==> config.mk <==
export PLATFORM = sky130hd
export DESIGN_NAME = sflash_seq
export DESIGN_NICKNAME = d
export VERILOG_FILES = /design/src/rtl/sflash_pkg.sv /design/src/rtl/sflash_shreg.sv /design/src/rtl/sflash_exec_timer.sv /design/src/rtl/sflash_seq.sv
export SDC_FILE = /design/constraint.sdc
export NUM_CORES = 1
export LEC_CHECK = 0
export ABC_CLOCK_PERIOD_IN_PS = 7050
export BUFFER_PORTS_ARGS = -buffer_cell sky130_fd_sc_hd__buf_2
export CAP_MARGIN = 20
export CORE_UTILIZATION = 36
export DETAILED_ROUTE_END_ITERATION = 10
export GPL_TIMING_DRIVEN = 0
export PLACE_DENSITY = 0.67
export SLEW_MARGIN = 40
export SYNTH_ARGS = -nofsm -noshare
export SYNTH_HDL_FRONTEND = slang
export SYNTH_SLANG_ARGS = --single-unit
==> constraint.sdc <==
create_clock -name clk -period 7.05 [get_ports clk]
set_clock_uncertainty 0.1 [all_clocks]
set_input_delay 0.3525 -clock clk [delete_from_list [all_inputs] [get_ports clk]]
set_output_delay 0.3525 -clock clk [all_outputs]
set_load 0.005 [all_outputs]
==> src/rtl/sflash_pkg.sv <==
package sflash_pkg;

  // Operation codes seen on cmd_op
  typedef enum logic [1:0] {
    OP_READ   = 2'd0,
    OP_WRITE  = 2'd1,
    OP_BERASE = 2'd2,
    OP_CERASE = 2'd3
  } sf_op_e;

  // Sequencer phases
  typedef enum logic [3:0] {
    S_IDLE,
    S_MSET,
    S_PULSE,
    S_MHOLD,
    S_MGRD,
    S_ADDR,
    S_AGRD,
    S_RD,
    S_WR,
    S_WGRD,
    S_EXEC
  } sf_state_e;

endpackage

==> src/rtl/sflash_shreg.sv <==
module sflash_shreg #(
  parameter int W = 8
) (
  input  logic         clk,
  input  logic         rst,
  input  logic         load,
  input  logic [W-1:0] load_val,
  input  logic         shift,
  input  logic         sin,
  output logic [W-1:0] q
);

  always_ff @(posedge clk) begin
    if (rst)        q <= '0;
    else if (load)  q <= load_val;
    else if (shift) q <= {q[W-2:0], sin};
  end

  // loading a new command never coincides with shifting a bit
  a_r5_load_not_shift: assert property (@(posedge clk) disable iff (rst)
    !(load && shift));

endmodule

==> src/rtl/sflash_exec_timer.sv <==
module sflash_exec_timer #(
  parameter int MIN_CYC   = 100000,
  parameter int LIMIT_CYC = 13000000
) (
  input  logic clk,
  input  logic rst,
  input  logic run,
  output logic min_met,
  output logic expired
);

  localparam int CW = $clog2(LIMIT_CYC + 1);

  logic [CW-1:0] cnt;

  always_ff @(posedge clk) begin
    if (rst || !run)                 cnt <= '0;
    else if (cnt != CW'(LIMIT_CYC))  cnt <= cnt + 1'b1;
  end

  assign min_met = (cnt >= CW'(MIN_CYC));
  assign expired = (cnt == CW'(LIMIT_CYC - 1));

  // once the limit is reached the sequencer leaves the control-high phase
  a_r10_expiry_stops_run: assert property (@(posedge clk) disable iff (rst)
    expired |=> !run);

endmodule

==> src/rtl/sflash_seq.sv <==
module sflash_seq
  import sflash_pkg::*;
#(
  parameter int ADDR_W         = 18,
  parameter int FRAME_W        = 32,
  parameter int HALF_CYC       = 125,
  parameter int MSET_CYC       = 125,
  parameter int GUARD_CYC      = 250,
  parameter int PROG_MIN_CYC   = 100000,
  parameter int EXEC_LIMIT_CYC = 13000000,
  parameter int NP_READ        = 1,
  parameter int NP_WRITE       = 2,
  parameter int NP_BERASE      = 3,
  parameter int NP_CERASE      = 4
) (
  input  logic               clk,
  input  logic               rst,
  input  logic               cmd_valid,
  input  logic [1:0]         cmd_op,
  input  logic [ADDR_W-1:0]  cmd_addr,
  input  logic [FRAME_W-1:0] cmd_wdata,
  output logic               busy,
  output logic               done,
  output logic               err,
  output logic [FRAME_W-1:0] rdata,
  output logic               fl_mode,
  output logic               fl_ctrl,
  output logic               fl_aclk,
  output logic               fl_dclk,
  output logic               fl_data_o,
  output logic               fl_data_oe,
  input  logic               fl_data_i,
  input  logic               fl_eop
);

  localparam int DMAX = (HALF_CYC > MSET_CYC)
                        ? ((HALF_CYC > GUARD_CYC) ? HALF_CYC : GUARD_CYC)
                        : ((MSET_CYC > GUARD_CYC) ? MSET_CYC : GUARD_CYC);
  localparam int DW   = $clog2(DMAX + 1);
  localparam int BMAX = (ADDR_W > FRAME_W) ? ADDR_W : FRAME_W;
  localparam int BW   = $clog2(BMAX);
  localparam int PW   = 8;

  localparam logic [DW-1:0] HALF_L  = DW'(HALF_CYC - 1);
  localparam logic [DW-1:0] MSET_L  = DW'(MSET_CYC - 1);
  localparam logic [DW-1:0] GUARD_L = DW'(GUARD_CYC - 1);

  sf_state_e         state;
  sf_op_e            op_q;
  logic [DW-1:0]     cnt;
  logic [BW-1:0]     bcnt;
  logic [PW-1:0]     pcnt;
  logic              half;
  logic              busy_q, done_q, err_q;
  logic              mode_q, ctrl_q, aclk_q, dclk_q, oe_q, src_data;
  logic              tick;
  logic              ld, a_shift, d_shift;
  logic [ADDR_W-1:0] a_q;
  logic [FRAME_W-1:0] d_q;
  logic              x_min, x_exp, x_run;

  function automatic logic [PW-1:0] pulses_for(sf_op_e op);
    case (op)
      OP_READ:   return PW'(NP_READ - 1);
      OP_WRITE:  return PW'(NP_WRITE - 1);
      OP_BERASE: return PW'(NP_BERASE - 1);
      default:   return PW'(NP_CERASE - 1);
    endcase
  endfunction

  assign tick    = (cnt == '0);
  assign ld      = (state == S_IDLE) && cmd_valid;
  assign a_shift = (state == S_ADDR) && tick && half && (bcnt != '0);
  assign d_shift = ((state == S_WR) && tick && half && (bcnt != '0)) ||
                   ((state == S_RD) && tick && !half);
  assign x_run   = (state == S_EXEC);

  sflash_shreg #(.W(ADDR_W)) addr_sr_i (
    .clk(clk), .rst(rst), .load(ld), .load_val(cmd_addr),
    .shift(a_shift), .sin(1'b0), .q(a_q)
  );

  sflash_shreg #(.W(FRAME_W)) data_sr_i (
    .clk(clk), .rst(rst), .load(ld), .load_val(cmd_wdata),
    .shift(d_shift), .sin(fl_data_i), .q(d_q)
  );

  sflash_exec_timer #(.MIN_CYC(PROG_MIN_CYC), .LIMIT_CYC(EXEC_LIMIT_CYC)) exec_tmr_i (
    .clk(clk), .rst(rst), .run(x_run), .min_met(x_min), .expired(x_exp)
  );

  always_ff @(posedge clk) begin
    if (rst) begin
      state    <= S_IDLE;
      op_q     <= OP_READ;
      cnt      <= '0;
      bcnt     <= '0;
      pcnt     <= '0;
      half     <= 1'b0;
      busy_q   <= 1'b0;
      done_q   <= 1'b0;
      err_q    <= 1'b0;
      mode_q   <= 1'b0;
      ctrl_q   <= 1'b0;
      aclk_q   <= 1'b0;
      dclk_q   <= 1'b0;
      oe_q     <= 1'b0;
      src_data <= 1'b0;
    end else begin
      done_q <= 1'b0;
      err_q  <= 1'b0;
      if (state == S_IDLE) begin
        if (cmd_valid) begin
          op_q   <= sf_op_e'(cmd_op);
          busy_q <= 1'b1;
          mode_q <= 1'b1;
          cnt    <= MSET_L;
          state  <= S_MSET;
        end
      end else if (state == S_EXEC) begin
        if (fl_eop && (op_q != OP_WRITE || x_min)) begin
          state  <= S_IDLE;
          ctrl_q <= 1'b0;
          busy_q <= 1'b0;
          done_q <= 1'b1;
        end else if (x_exp) begin
          state  <= S_IDLE;
          ctrl_q <= 1'b0;
          busy_q <= 1'b0;
          done_q <= 1'b1;
          err_q  <= 1'b1;
        end
      end else if (!tick) begin
        cnt <= cnt - 1'b1;
      end else begin
        case (state)
          S_MSET: begin
            state  <= S_PULSE;
            ctrl_q <= 1'b1;
            half   <= 1'b1;
            pcnt   <= pulses_for(op_q);
            cnt    <= HALF_L;
          end
          S_PULSE: begin
            if (half) begin
              ctrl_q <= 1'b0;
              half   <= 1'b0;
              cnt    <= HALF_L;
            end else if (pcnt == '0) begin
              state <= S_MHOLD;
              cnt   <= MSET_L;
            end else begin
              ctrl_q <= 1'b1;
              half   <= 1'b1;
              pcnt   <= pcnt - 1'b1;
              cnt    <= HALF_L;
            end
          end
          S_MHOLD: begin
            mode_q <= 1'b0;
            state  <= S_MGRD;
            cnt    <= GUARD_L;
          end
          S_MGRD: begin
            if (op_q == OP_CERASE) begin
              state  <= S_EXEC;
              ctrl_q <= 1'b1;
            end else begin
              state    <= S_ADDR;
              oe_q     <= 1'b1;
              src_data <= 1'b0;
              half     <= 1'b0;
              bcnt     <= BW'(ADDR_W - 1);
              cnt      <= HALF_L;
            end
          end
          S_ADDR: begin
            if (!half) begin
              aclk_q <= 1'b1;
              half   <= 1'b1;
              cnt    <= HALF_L;
            end else begin
              aclk_q <= 1'b0;
              half   <= 1'b0;
              if (bcnt == '0) begin
                oe_q  <= 1'b0;
                state <= S_AGRD;
                cnt   <= GUARD_L;
              end else begin
                bcnt <= bcnt - 1'b1;
                cnt  <= HALF_L;
              end
            end
          end
          S_AGRD: begin
            case (op_q)
              OP_READ: begin
                state  <= S_RD;
                dclk_q <= 1'b1;
                half   <= 1'b1;
                bcnt   <= BW'(FRAME_W - 1);
                cnt    <= HALF_L;
              end
              OP_WRITE: begin
                state    <= S_WR;
                oe_q     <= 1'b1;
                src_data <= 1'b1;
                half     <= 1'b0;
                bcnt     <= BW'(FRAME_W - 1);
                cnt      <= HALF_L;
              end
              default: begin
                state  <= S_EXEC;
                ctrl_q <= 1'b1;
              end
            endcase
          end
          S_RD: begin
            if (half) begin
              dclk_q <= 1'b0;
              half   <= 1'b0;
              cnt    <= HALF_L;
            end else if (bcnt == '0) begin
              state  <= S_IDLE;
              busy_q <= 1'b0;
              done_q <= 1'b1;
            end else begin
              bcnt   <= bcnt - 1'b1;
              dclk_q <= 1'b1;
              half   <= 1'b1;
              cnt    <= HALF_L;
            end
          end
          S_WR: begin
            if (!half) begin
              dclk_q <= 1'b1;
              half   <= 1'b1;
              cnt    <= HALF_L;
            end else begin
              dclk_q <= 1'b0;
              half   <= 1'b0;
              if (bcnt == '0) begin
                oe_q  <= 1'b0;
                state <= S_WGRD;
                cnt   <= GUARD_L;
              end else begin
                bcnt <= bcnt - 1'b1;
                cnt  <= HALF_L;
              end
            end
          end
          S_WGRD: begin
            state  <= S_EXEC;
            ctrl_q <= 1'b1;
          end
          default: state <= S_IDLE;
        endcase
      end
    end
  end

  assign busy       = busy_q;
  assign done       = done_q;
  assign err        = err_q;
  assign rdata      = d_q;
  assign fl_mode    = mode_q;
  assign fl_ctrl    = ctrl_q;
  assign fl_aclk    = aclk_q;
  assign fl_dclk    = dclk_q;
  assign fl_data_oe = oe_q;
  assign fl_data_o  = src_data ? d_q[FRAME_W-1] : a_q[ADDR_W-1];

  // the control line pulses only under the mode pin or while programming
  a_r3_ctrl_needs_mode: assert property (@(posedge clk) disable iff (rst)
    fl_ctrl |-> (fl_mode || state == S_EXEC));

  // the mode pin falls with every other interface output inactive
  a_r4_quiet_at_mode_fall: assert property (@(posedge clk) disable iff (rst)
    $fell(fl_mode) |-> !(fl_ctrl || fl_aclk || fl_dclk || fl_data_oe));

  // an address clock is only given while the line is driven
  a_r5_aclk_with_drive: assert property (@(posedge clk) disable iff (rst)
    fl_aclk |-> (fl_data_oe && !fl_dclk));

  // the line is released while read data is clocked
  a_r7_read_released: assert property (@(posedge clk) disable iff (rst)
    (fl_dclk && op_q == OP_READ) |-> !fl_data_oe);

  // the completion pulse lasts one cycle
  a_r9_done_single: assert property (@(posedge clk) disable iff (rst)
    done |=> !done);

  // an error appears only with completion
  a_r10_err_with_done: assert property (@(posedge clk) disable iff (rst)
    err |-> (done && !busy));

  // busy only ends together with completion
  a_r2_busy_ends_done: assert property (@(posedge clk) disable iff (rst)
    $fell(busy) |-> done);

endmodule

# After elaboration in Yosys (flattened, before gate mapping)
# Cells that the tools add are included.
# Widths: inputs -> output; s select.
[classes]
add_sub_neg = 4
muxes = 87
order_cmp = 1
eq_ne = 47
reduce_logical = 55
bitwise_logic = 2
[op_table]
columns = ["op", "count"]
rows = [
  ["$mux 8", 12],
  ["$mux 32", 2],
  ["$mux 4", 15],
  ["$pmux 8 s6", 1],
  ["$mux 1", 39],
  ["$mux 18", 2],
  ["$pmux 4 s9", 1],
  ["$reduce_and 6->1", 6],
  ["$mux 5", 5],
  ["$add 24x1->24 const B", 1],
  ["$eq 24x24->1 const B", 1],
  ["$ge 24x17->1 const B", 1],
  ["$ne 24x24->1 const B", 1],
  ["$ne 4x3->1 const B", 6],
  ["$pmux 5 s4", 1],
  ["$ne 2x2->1 const B", 9],
  ["$eq 4x3->1 const B", 4],
  ["$logic_not 8->1", 2],
  ["$pmux 8 s2", 1],
  ["$reduce_and 8->1", 2],
  ["$sub 8x1->8 const B", 2],
  ["$reduce_bool 3->1", 5],
  ["$reduce_bool 2->1", 7],
  ["$eq 4x4->1 const B", 3],
  ["35 further kinds", 67],
]
[totals]
input_bits = 57
reg_bits = 111
word_cells = 214

# Depth between registers and ports, before layout
[logic_depth]
ltp_word = 7
mapped_depth = 10
mapped_depth_nobuf = 8

# Cells and area by module
# A second synthesis with hierarchy kept.
[unflattened]
cells_unflattened = 723
area_unflattened_um2 = 6292.3
[by_module_without_submodules]
columns = ["module", "seq_area_each_um2", "cells_per_inst", "n_inst", "area_per_inst_um2"]
rows = [
  ["sflash_seq", 740.7, 350, 1, 2675.1],
  ["sflash_shreg (data_sr_i)", 640.6, 142, 1, 1510.2],
  ["sflash_exec_timer", 480.5, 151, 1, 1256.2],
  ["sflash_shreg (addr_sr_i)", 360.3, 80, 1, 850.8],
]

# Worst setup path after synthesis
# Ideal clock, no wire load.
[synth_timing]
path_type = "register to register"
from = "register cnt[0]"
to = "register pcnt[7]"
setup_time_ns = 0.070
t_required_ns = 6.880
t_arrival_ns = 2.179
stages_incl_launch_ff = 9
slack_ns = 4.701
path_cell_list = "dfxtp_1 inv_1 ha_1 nor3b_1 nand2_2 a2111oi_4 nand3_2 or4_1 a21oi_1"
[synth_between]
elab_chain_cells = 2
[synth_lines]
columns = ["item", "line", "rtl"]
rows = [
  ["from (decl)", "sflash_seq.sv:50", "logic [DW-1:0] cnt;"],
  ["from (signal assigned)", "sflash_seq.sv:134", "cnt <= cnt - 1'b1;"],
  ["$logic_not 8->1", "sflash_seq.sv:71", "assign tick = (cnt == '0);"],
  ["$reduce_and 6->1 (no line)", "-", ""],
  ["to (signal assigned)", "sflash_seq.sv:141", "pcnt <= pulses_for(op_q);"],
  ["to (signal assigned)", "sflash_seq.sv:155", "pcnt <= pcnt - 1'b1;"],
  ["to (decl)", "sflash_seq.sv:52", "logic [PW-1:0] pcnt;"],
]
# No other way between the ends.
# A chain may end at the register's enable or synchronous reset.

# Worst setup path in the final report
[layout_timing]
from = "register state[1]"
to = "register dclk_q, in the netlist fl_dclk"
[layout_between]
elab_chain_cells = 3
word_cells_on_any_way = 12
classes_between = "6 x eq/ne; 1 x mux; 2 x bitwise; 3 x reduce/logical"
[layout_lines]
columns = ["item", "line", "rtl"]
rows = [
  ["from (decl)", "sflash_seq.sv:48", "sf_state_e state;"],
  ["from (signal assigned)", "sflash_seq.sv:94", "state <= S_IDLE;"],
  ["from (signal assigned)", "sflash_seq.sv:118", "state <= S_MSET;"],
  ["from (signal assigned)", "sflash_seq.sv:122", "state <= S_IDLE;"],
  ["$eq 4x3->1 (tied with other cells)", "sflash_seq.sv:136", "case (state)"],
  ["$ne 3x3->1 (no line) (tied with other cells)", "-", ""],
  ["$reduce_and 6->1 (no line)", "-", ""],
  ["to (signal assigned)", "sflash_seq.sv:106", "dclk_q <= 1'b0;"],
  ["to (signal assigned)", "sflash_seq.sv:199", "dclk_q <= 1'b1;"],
  ["to (signal assigned)", "sflash_seq.sv:220", "dclk_q <= 1'b0;"],
  ["to (decl)", "sflash_seq.sv:55", "logic mode_q, ctrl_q, aclk_q, dclk_q, oe_q, src_data;"],
]
# Parallel ways exist; a longest one is shown, timed or not.

==> results.yml <==
clocking:
  cts_buffer_depth: 2
  tritoncts: "built"
  hold_buffers: 0
  clk_pin_slew_worst_paths_ns: 0.08
  clock-root-buffer: "clkbuf_16"
  cts_setup_buffers: 0
  ctsResizeCount: 0
  cts_made_buffers: 9
  htree_levels: 3
  insertion_delay_ns: 0.36
  clock_sinks: 111
synthesis:
  syn_avg_cell_area_um2: 7.964
  async_reset_ff_share_pct: 0
  ys_seq_elements: 111
  synth_edf_count: 0
  synth_top_area_share_pct: 38.33
  netlist_top_cells_area: "dfxtp_1, nor2_1, nand2_1"
  yosysSeqAreaShare_pct: 38.33
  synthesis.nets: 793
  synth.distinct_cells: 76
  yosysTopAreaCell: "dfxtp_1"
  synth_area_mm2: 0.005798
  synthFlopType: "dfxtp_1"
  yosys_warnings: 0
  syn_inst: 728
floorplanning:
  io_pins: 98
  fp.dieW_um: 128.9
  core_area_mm2: 0.01583
  start_util_pct: 36.63
  die_h_um: 128.9
  rows: 46
  dieArea_mm2: 0.01662
routing:
  wl_mm: 15.54
  num_vias: 5705
  drtAntennaViolNets: 0
  drtPass1Iterations: 5
  drc: 0
  routed_via_density: 5.397
  wl_per_cell_um: 14.70
  drtIter0Drc: 325
final_layout:
  fillCellCount: 1575
  multi_input_area_mm2: 0.003322
  postLayoutCellArea_mm2: 0.006907
  mostFrequentLayoutCells: "nor2_1, dfxtp_1, nand2_1"
  layout-drive-gt1-share_pct: 15.81
  area_growth_pct: 19.12
  final_common_cell: "nor2_1"
  n_antenna_cell: 0
  nNetsFinal: 901
  seq_area_mm2: 0.002222
  instances_no_fill: 1057
job:
  max_cap_viol_count: 0
placed_design:
  dpl_cell_area_mm2: 0.006568
  io_buffers: 97
  dp_hpwl_mm: 11.17
  place_inst: 1041
  place.gp.congestion: 0.9388
worst_setup_path:
  r2r_cells: 8
  cp_data_arrival_time_ns: 2.95
  crit_required_ns: 7.18
  worstSetupPathType: "reg2reg"
  start_kind: "flop"
  rrSetupSlack_ns: 4.23
  path_max_fanout: 10
  endpoint: "fl_dclk"
  r2r-start: "state[1]"
  crit_path_start: "state[1]"
  worstReg2RegEnd: "fl_dclk"
  critPathCaptureType: "flop"
timing:
  finalHoldViolations: 0
  finalSetupTns_ns: 0
  drv_slew: 0
  rsz0062_at_grt: "no"
  period_minus_slack_ns: 2.820
  relSlewSlack_pct: 51.38
  fin_crit_sh_pct: 40.00
  finalSetupViolCount: 0
  worst_pin_slew_ns: 0.7273
  fmax_mhz: 354.6
power_and_ir_drop:
  peakVddDrop_uv: 171.4
  p_per_area_mw_per_mm2: 338.1
  p_leak_nw: 2.489
grt:
  grt_pass1_vias: 5248
  grt_max_degree: 20
  grt_overflow_total: 0
  grt_pass1_wl_mm: 25.52
  track_usage_pct: 19.26
  antenna_found_initial: 0
hold_path:
  hp-class: "in2reg"
status:
  status: "finished, final reports clean"
==> worst max-delay path, stage by stage, from the launching register on <==
cell and delay [ns]:
dfxtp_1 0.54, clkbuf_1 0.41, clkbuf_1 0.40, buf_1 0.46, a31oi_1 0.16, nor3b_1 0.32, o211ai_1 0.14, o21ai_1 0.11
nor2_1 0.05
==> logic make-up (layout without fill, tap and decap cells) <==
kind of cell,Yosys count,in the layout,share of synthesized area (%)
buffers and inverters,66,179,4.618
XOR/XNOR,27,27,4.079
multiplexers,23,23,4.035
flip-flops,111,111,38.33
AO/OA/AOI/OAI,164,164,20.29
adder cells (fa/ha/maj),8,8,1.726
AND/OR/NAND/NOR,329,329,26.93
==> worst min path at each step <==
stage,from,endpoint,slack [ns],depth (start not counted)
3_5_place_dp,data_sr_i.q[13],data_sr_i.q[14],0.38,2
6_report,cmd_op[0],op_q[0],0.14,3
2_1_floorplan,cnt[0],cnt[0],0.36,2
3_3_place_gp,cnt[0],cnt[0],0.38,2
5_1_grt,cmd_addr[0],addr_sr_i.q[0],0.14,3
4_1_cts,cmd_addr[0],addr_sr_i.q[0],0.13,3
==> state kept, by name, summed over array words and instances, names as in the netlist <==
register        cells
fl_mode             1
addr_sr_i.q        18
done                1
half                1
err                 1
cnt                 8
pcnt                8
fl_ctrl             1
fl_dclk             1
fl_data_oe          1
src_data            1
state               4
op_q                2
busy                1
fl_aclk             1
exec_tmr_i.cnt     24
bcnt                5
data_sr_i.q        32
==> cells in the mapped netlist, types with 4 or more instances <==
| library cell | instances |
|---|---|
| nor2_1 | 116 |
| dfxtp_1 | 111 |
| nand2_1 | 105 |
| clkbuf_1 | 42 |
| a21oi_1 | 39 |
| a311oi_1 | 38 |
| a211oi_1 | 23 |
| mux2i_1 | 20 |
| nor3_1 | 17 |
| inv_1 | 16 |
| xnor2_1 | 15 |
| nand3_1 | 14 |
| o21ai_0 | 12 |
| xor2_1 | 12 |
| and3_1 | 8 |
| ha_1 | 8 |
| nand2b_1 | 8 |
| nor4_1 | 7 |
| o21ai_1 | 7 |
| or3_1 | 7 |
| nand4_1 | 6 |
| nor2b_1 | 5 |
| or4_1 | 5 |
| and2_1 | 4 |
| buf_1 | 4 |
| nand3b_1 | 4 |
| o21a_1 | 4 |
| o31ai_1 | 4 |
==> metal layers <==
metal,track usage [%],vias to the layer above,share of wire [%]
li1,-,2815,-
met1,26.16,2675,46
met2,29.25,177,45
met3,3.701,38,6.0
met4,9.204,0,2.7
met5,0,-,0
==> report_power, final <==
part,total (W),switching (W),leakage (nW),internal [W]
clock network,0.000579,0.000250,0.167,0.000328
logic,0.000867,0.000530,1.41,0.000337
registers,0.000889,0.000121,0.908,0.000768
==> cell type report <==
class | count | share of cell area, %
buffer | 50 | 3.007
clock buffer | 10 | 3.460
clock inverter | 6 | 1.449
inverter | 16 | 0.8696
multi-input combinational | 551 | 48.10
sequential | 111 | 32.17
tap | 216 | 3.913
timing repair buffer | 97 | 7.029
==> per-stage QoR <==
step	hold slack [ns]	setup WS, ns	util (%)	power [W]
floorplan	0.3587	4.701	-	0.001475
global placement	0.3804	4.282	41.41	0.001743
detailed placement	0.3841	4.290	41.49	0.001755
CTS	0.1271	4.269	43.64	0.002338
global route	0.1376	3.968	43.64	0.002491
finish	0.1414	4.230	43.64	0.002335
Note: power is estimated with default switching activity, not from simulation.
